--- src/rtl/flash_stat_pkg.sv ---
package flash_stat_pkg;

  typedef enum logic [2:0] {
    MODE_IDLE   = 3'd0,
    MODE_PROG   = 3'd1,
    MODE_ERASE  = 3'd2,
    MODE_ESUSP  = 3'd3,
    MODE_ESPROG = 3'd4
  } opMode_e;

  typedef enum logic [1:0] {
    D7_ZERO = 2'd0,
    D7_ONE  = 2'd1,
    D7_INV  = 2'd2
  } dq7Sel_e;

  // strobes from control to datapath
  typedef struct packed {
    logic    showArray;
    logic    busy;
    logic    dq6En;
    logic    dq2En;
    dq7Sel_e dq7Sel;
    logic    dq6Show;
    logic    dq2Show;
    logic    dq3Val;
    logic    dq5Val;
  } ctrlStrb_t;

endpackage

--- src/rtl/flash_stat_ctrl.sv ---
module flash_stat_ctrl
  import flash_stat_pkg::*;
#(
  parameter int          CMD_W        = 8,
  parameter logic [7:0]  SUSPEND_CODE = 8'hB0,
  parameter logic [7:0]  RESUME_CODE  = 8'h30
) (
  input  logic             clk,
  input  logic             rstN,
  input  logic             progStart,
  input  logic             eraseStart,
  input  logic             opDone,
  input  logic             timeoutFlag,
  input  logic             cmdWe,
  input  logic [CMD_W-1:0] cmdData,
  input  logic             inSuspSector,
  output ctrlStrb_t        strb
);

  localparam logic [CMD_W-1:0] SUSP_W = CMD_W'(SUSPEND_CODE);
  localparam logic [CMD_W-1:0] RES_W  = CMD_W'(RESUME_CODE);

  opMode_e stateQ, stateD;
  logic    suspCmd, resCmd;

  assign suspCmd = cmdWe && (cmdData == SUSP_W);
  assign resCmd  = cmdWe && (cmdData == RES_W);

  always_comb begin
    stateD = stateQ;
    unique case (stateQ)
      MODE_IDLE: begin
        if (progStart)       stateD = MODE_PROG;
        else if (eraseStart) stateD = MODE_ERASE;
      end
      MODE_PROG: begin
        if (opDone) stateD = MODE_IDLE;
      end
      MODE_ERASE: begin
        if (opDone)       stateD = MODE_IDLE;
        else if (suspCmd) stateD = MODE_ESUSP;
      end
      MODE_ESUSP: begin
        if (resCmd)         stateD = MODE_ERASE;
        else if (progStart) stateD = MODE_ESPROG;
      end
      MODE_ESPROG: begin
        if (opDone) stateD = MODE_ESUSP;
      end
      default: stateD = MODE_IDLE;
    endcase
  end

  always_ff @(posedge clk or negedge rstN) begin
    if (!rstN) stateQ <= MODE_IDLE;
    else       stateQ <= stateD;
  end

  always_comb begin
    strb = '0;
    strb.dq7Sel = D7_ZERO;
    unique case (stateQ)
      MODE_IDLE: begin
        strb.showArray = 1'b1;
      end
      MODE_PROG: begin
        strb.busy    = 1'b1;
        strb.dq6En   = 1'b1;
        strb.dq6Show = 1'b1;
        strb.dq2Show = 1'b1;
        strb.dq7Sel  = D7_INV;
        strb.dq5Val  = timeoutFlag;
      end
      MODE_ERASE: begin
        strb.busy    = 1'b1;
        strb.dq6En   = 1'b1;
        strb.dq2En   = 1'b1;
        strb.dq6Show = 1'b1;
        strb.dq2Show = 1'b1;
        strb.dq3Val  = 1'b1;
        strb.dq5Val  = timeoutFlag;
      end
      MODE_ESUSP: begin
        if (inSuspSector) begin
          strb.dq2En   = 1'b1;
          strb.dq6Show = 1'b1;
          strb.dq2Show = 1'b1;
          strb.dq7Sel  = D7_ONE;
        end else begin
          strb.showArray = 1'b1;
        end
      end
      MODE_ESPROG: begin
        strb.busy    = 1'b1;
        strb.dq6En   = 1'b1;
        strb.dq6Show = 1'b1;
        strb.dq7Sel  = D7_INV;
        strb.dq5Val  = timeoutFlag;
      end
      default: strb.showArray = 1'b1;
    endcase
  end


  suspend_accept_chk: assert property (@(posedge clk) disable iff (!rstN)
    (stateQ == MODE_ERASE && suspCmd && !opDone) |=> stateQ == MODE_ESUSP);


  resume_accept_chk: assert property (@(posedge clk) disable iff (!rstN)
    (stateQ == MODE_ESUSP && resCmd) |=> stateQ == MODE_ERASE);


  erase_hold_chk: assert property (@(posedge clk) disable iff (!rstN)
    (stateQ == MODE_ERASE && !opDone && !suspCmd) |=> stateQ == MODE_ERASE);


  done_idle_chk: assert property (@(posedge clk) disable iff (!rstN)
    ((stateQ == MODE_PROG || stateQ == MODE_ERASE) && opDone) |=> stateQ == MODE_IDLE);


  esprog_return_chk: assert property (@(posedge clk) disable iff (!rstN)
    (stateQ == MODE_ESPROG && opDone) |=> stateQ == MODE_ESUSP);

endmodule

--- src/rtl/flash_stat_dp.sv ---
module flash_stat_dp
  import flash_stat_pkg::*;
#(
  parameter int DATA_W = 8
) (
  input  logic              clk,
  input  logic              rstN,
  input  ctrlStrb_t         strb,
  input  logic              rdStrobe,
  input  logic              progData7,
  input  logic [DATA_W-1:0] arrayData,
  output logic [DATA_W-1:0] statusOut,
  output logic              readyBusy
);

  localparam int POS7 = 7;
  localparam int POS6 = 6;
  localparam int POS5 = 5;
  localparam int POS3 = 3;
  localparam int POS2 = 2;

  logic rdPrevQ, rdRise;
  logic dq6Q, dq2Q;
  logic dq7Bit;
  logic [DATA_W-1:0] statusVec;

  assign rdRise = rdStrobe & ~rdPrevQ;

  always_ff @(posedge clk or negedge rstN) begin
    if (!rstN) begin
      rdPrevQ <= 1'b0;
      dq6Q    <= 1'b0;
      dq2Q    <= 1'b0;
    end else begin
      rdPrevQ <= rdStrobe;
      if (rdRise && strb.dq6En) dq6Q <= ~dq6Q;
      if (rdRise && strb.dq2En) dq2Q <= ~dq2Q;
    end
  end

  always_comb begin
    unique case (strb.dq7Sel)
      D7_ONE:  dq7Bit = 1'b1;
      D7_INV:  dq7Bit = ~progData7;
      default: dq7Bit = 1'b0;
    endcase
  end

  always_comb begin
    statusVec       = '0;
    statusVec[POS7] = dq7Bit;
    statusVec[POS6] = strb.dq6Show & dq6Q;
    statusVec[POS5] = strb.dq5Val;
    statusVec[POS3] = strb.dq3Val;
    statusVec[POS2] = strb.dq2Show & dq2Q;
  end

  assign statusOut = strb.showArray ? arrayData : statusVec;
  assign readyBusy = ~strb.busy;


  held_strobe_chk: assert property (@(posedge clk) disable iff (!rstN)
    (rdStrobe && rdPrevQ) |=> ($stable(dq6Q) && $stable(dq2Q)));


  dq6_frozen_chk: assert property (@(posedge clk) disable iff (!rstN)
    (!strb.dq6En) |=> $stable(dq6Q));


  dq2_frozen_chk: assert property (@(posedge clk) disable iff (!rstN)
    (!strb.dq2En) |=> $stable(dq2Q));


  spare_bits_chk: assert property (@(posedge clk) disable iff (!rstN)
    (!strb.showArray) |-> (statusOut[4] == 1'b0 && statusOut[1:0] == 2'b00));

endmodule

--- src/rtl/flash_write_status.sv ---
module flash_write_status
  import flash_stat_pkg::*;
#(
  parameter int         DATA_W       = 8,
  parameter int         CMD_W        = 8,
  parameter logic [7:0] SUSPEND_CODE = 8'hB0,
  parameter logic [7:0] RESUME_CODE  = 8'h30
) (
  input  logic              clk,
  input  logic              rstN,
  input  logic              progStart,
  input  logic              eraseStart,
  input  logic              opDone,
  input  logic              timeoutFlag,
  input  logic              cmdWe,
  input  logic [CMD_W-1:0]  cmdData,
  input  logic              inSuspSector,
  input  logic              progData7,
  input  logic              rdStrobe,
  input  logic [DATA_W-1:0] arrayData,
  output logic [DATA_W-1:0] statusOut,
  output logic              readyBusy
);

  ctrlStrb_t strb;

  flash_stat_ctrl #(
    .CMD_W       (CMD_W),
    .SUSPEND_CODE(SUSPEND_CODE),
    .RESUME_CODE (RESUME_CODE)
  ) i_ctrl (
    .clk         (clk),
    .rstN        (rstN),
    .progStart   (progStart),
    .eraseStart  (eraseStart),
    .opDone      (opDone),
    .timeoutFlag (timeoutFlag),
    .cmdWe       (cmdWe),
    .cmdData     (cmdData),
    .inSuspSector(inSuspSector),
    .strb        (strb)
  );

  flash_stat_dp #(
    .DATA_W(DATA_W)
  ) i_dp (
    .clk       (clk),
    .rstN      (rstN),
    .strb      (strb),
    .rdStrobe  (rdStrobe),
    .progData7 (progData7),
    .arrayData (arrayData),
    .statusOut (statusOut),
    .readyBusy (readyBusy)
  );


  timeout_flag_chk: assert property (@(posedge clk) disable iff (!rstN)
    (timeoutFlag && !readyBusy) |-> statusOut[5]);


  erase_ready_chk: assert property (@(posedge clk) disable iff (!rstN)
    (!readyBusy && statusOut[3]) |-> (statusOut[7] == 1'b0));

endmodule

--- config.mk ---
export PLATFORM = sky130hd
export DESIGN_NAME = flash_write_status
export DESIGN_NICKNAME = d
export VERILOG_FILES = /design/src/rtl/flash_stat_pkg.sv /design/src/rtl/flash_stat_ctrl.sv /design/src/rtl/flash_stat_dp.sv /design/src/rtl/flash_write_status.sv
export SDC_FILE = /design/constraint.sdc
export NUM_CORES = 1
export LEC_CHECK = 0
export CAP_MARGIN = 25
export CORE_MARGIN = 2
export CORE_UTILIZATION = 36
export DETAILED_ROUTE_END_ITERATION = 16
export GPL_TIMING_DRIVEN = 1
export PLACE_DENSITY = 0.88
export SLEW_MARGIN = 25
export SYNTH_ARGS = -nofsm -noshare
export SYNTH_HDL_FRONTEND = slang
export SYNTH_SLANG_ARGS = --single-unit
--- constraint.sdc ---
create_clock -name clk -period 2.55 [get_ports clk]
set_clock_uncertainty 0.15 [all_clocks]
set_input_delay 0.3825 -clock clk [delete_from_list [all_inputs] [get_ports clk]]
set_output_delay 0.3825 -clock clk [all_outputs]
set_load 0.005 [all_outputs]
==> results of run 1 <==
sequential cells by signal, summed over array words and instances (netlist names):
register	flops
i_ctrl.stateQ	3
i_dp.dq2Q	1
i_dp.dq6Q	1
i_dp.rdPrevQ	1
per-stage QoR:
step,setup TNS [ns],worst slack [ns],util (%),power (mW),std cells
detailed placement,-0.112,-0.0593,64.4,0.962,128
global placement,-0.0337,-0.0337,64.4,0.928,128
floorplan,0,0.339,-,0.567,76
finish,0,0.0684,70.0,1.14,136
CTS,0,0.0000890,67.9,1.09,134
global route,0,0.00523,70.0,1.23,136
layer usage:
metal | track usage [%] | wire [µm] | share of wire [%]
met2 | 36.2 | 948 | 53
met4 | 7.27 | 24 | 1.3
met5 | 0 | 0 | 0
met3 | 6.12 | 79 | 4.4
met1 | 24.3 | 730 | 41
power by group through the flow:
stage	clock (mW)	sequential (mW)	combinational [mW]
6_report	0.0945	0.192	0.849
5_1_grt	0.106	0.198	0.926
4_1_cts	0.102	0.188	0.804
3_5_place_dp	0	0.197	0.765
3_3_place_gp	0	0.191	0.737
2_1_floorplan	0	0.158	0.409
how the worst max path moves through the flow:
stage	startpoint	end	depth (start not counted)	slack, ns
after floorplan	i_ctrl.stateQ[0]	statusOut[7]	7	0.34
after global placement	inSuspSector	statusOut[7]	5	-0.03
after detailed placement	inSuspSector	statusOut[7]	5	-0.06
after CTS	i_ctrl.stateQ[0]	statusOut[6]	4	0.00009
after global routing	i_ctrl.stateQ[2]	statusOut[7]	7	0.005
final	i_ctrl.stateQ[2]	statusOut[1]	5	0.07
cells by family (layout without fill, tap and decap cells):
group	count (synthesis)	after routing	synth area share (%)
mux	1	1	1.91
compound gates	21	21	24.8
simple gates	32	32	31.4
xor+xnor	4	4	5.93
buf+inv	10	54	6.35
fa+ha+maj	2	2	4.24
flops	6	6	25.4
repair_timing:
item / 4_1_cts / 5_1_grt
hold buffers: 0 / 0
endpoints found under the setup margin: 7 / 5
resized for setup: 8 / 5
endpoints found under the hold margin: 0 / 0
buffers inserted: 3 / 2
layout by cell type, fill, tap and decap left out, types with 2 or more instances in the layout:
cell	Yosys	final
a21oi_1	2	2
a31oi_1	2	2
and2_1	3	3
buf_4	0	11
clkbuf_4	0	3
clkdlybuf4s50_1	0	30
dfrtp_1	6	3
dfrtp_2	0	3
dlygate4sd2_1	0	2
dlymetal6s2s_1	0	2
ha_1	2	2
inv_1	6	6
nand2_1	7	7
nand2b_1	2	2
nand3_1	3	2
nor2_1	3	3
nor3_1	3	3
o21ai_0	4	3
o21bai_1	2	2
o31ai_1	2	2
or4_4	2	2
xnor2_1	3	3
area by class of cell:
class / count / share of cell area, %
Inverter: 6 / 2.11
Clock buffer: 3 / 2.11
Tap cell: 16 / 1.88
Sequential cell: 6 / 14.4
Multi-Input combinational cell: 60 / 39.6
Timing Repair Buffer: 45 / 39.9
worst max-delay path, cell delays in order, from the launching register on:
cell and delay [ns]:
dfrtp_2 0.43, or3_4 0.40, nand3_4 0.11, buf_4 0.13, and2_1 0.12, clkdlybuf4s50_1 0.49
==> results.yml, run 1 <==
routing:
  wl_per_cell_um: 13.1
  vias_per_cell: 5.21
  drt_iter0_drc: 11
  wl_um: 1780
  drc: 0
  ant_nets: 0
  num_vias: 709
  dr.pass1.iters: 4
finish:
  layout-drive-gt1-share_pct: 19.2
  antennaDiodeCount: 0
  synthToLayoutAreaGrowth_pct: 80.7
  nFillCells: 121
  nNetsFinal: 150
  fin_area_um2: 1070
  multiInputGateArea_um2: 423
  register_area_um2: 154
synth:
  syn-num-nets: 104
  synth_edf_count: 0
  avgSynthCellArea_um2: 7.77
  yosysTopAreaCellShare_pct: 25.4
  synth.most_common_cell: "nand2_1"
  ys_async_sr_fraction_pct: 100
  yosys.area.top_type: "dfrtp_1"
  synthCells: 76
  ys_ff_latch: 6
  synth_area_um2: 591
  synth_warnings: 0
  synthTopCellsByCount: "7 x nand2_1, 6 x dfrtp_1, 6 x inv_1, 4 x o21ai_0"
  ys_types: 36
  ys_seq_area_share_pct: 25.4
  synthFlopType: "dfrtp_1"
  synth_area_leaders: "dfrtp_1 25%, nand2_1 4.4%, xnor2_1 4.4%"
worst_setup_path:
  cp_max_fo: 4
  r2r_start: "i_ctrl.stateQ[0]"
  r2r_end: "i_ctrl.stateQ[0]"
  cp-end-kind: "output port"
  path_class: "flip-flop to output port"
  critical_path_arrival_ns: 1.95
  reg2reg_depth: 6
  reg2reg_slack_ns: 0.46
  required_ns: 2.02
  start_kind: "flip-flop"
floorplan:
  num_rows: 14
  io_pins: 35
  core-area_um2: 1520
  die_h_um: 44.5
  die_w_um: 44.5
  dieArea_um2: 1980
  initial_core_util_pct: 38.8
placed_design:
  place_area_um2: 981
  hpwl_um: 1400
  port_buffers: 34
  place.gp.congestion: 0.908
clock_tree:
  cts_sinks: 6
  cts.htree.levels: 1
  clkTransAtPathRegs_ns: 0.05
  clk_path_buf_depth: 2
  tritoncts: "done"
  cts_root_buf: "clkbuf_4"
  cts_buffers: 3
  clk_latency_ns: 0.26
sta:
  period_share_pct: 97.3
  slew_headroom_pct: 65.0
  setup_violations: 0
  hold_violations: 0
  final_max_slew_viol_count: 0
  tightest_slew_ns: 0.512
  hold_ws_ns: 0.203
  period_minus_slack_ns: 2.48
  rsz0062_at_grt: "no"
  max_freq_mhz: 403
grt:
  grt_pass1_vias: 670
  grt-ovfl-total: 0
  grt_max_degree: 14
  antenna_found_initial: 0
  grt_pass1_wl_um: 2930
  grt_use_total_pct: 20.9
power:
  p_switching_mw: 0.442
  power_density_nw_per_um2: 1060
  pwr-share-seq_pct: 16.9
  p_clk_share_pct: 8.3
  ir_drop_mv: 0.752
  p_sw_share_pct: 38.9
  combPwrFrac_pct: 74.8
  p_leak_nw: 0.490
  internal_power_mw: 0.693
outcome:
  status: "finished clean"
job:
  drv_cap: 0
hold_path:
  worst_hold_path_type: "input pin to asynchronous set/reset pin"
No activity file was read; power rests on OpenSTA's default activity.
==> run 2, diff against run 1 <==
--- a/config.mk
+++ b/config.mk
@@ -8,6 +8,7 @@
 export CAP_MARGIN = 25
 export CORE_MARGIN = 2
 export CORE_UTILIZATION = 36
+export CTS_CLUSTER_DIAMETER = 80
 export DETAILED_ROUTE_END_ITERATION = 16
 export GPL_TIMING_DRIVEN = 1
 export PLACE_DENSITY = 0.88
==> results of run 2 <==
The final DEF is identical to that of run 1; final timing and power are the same.
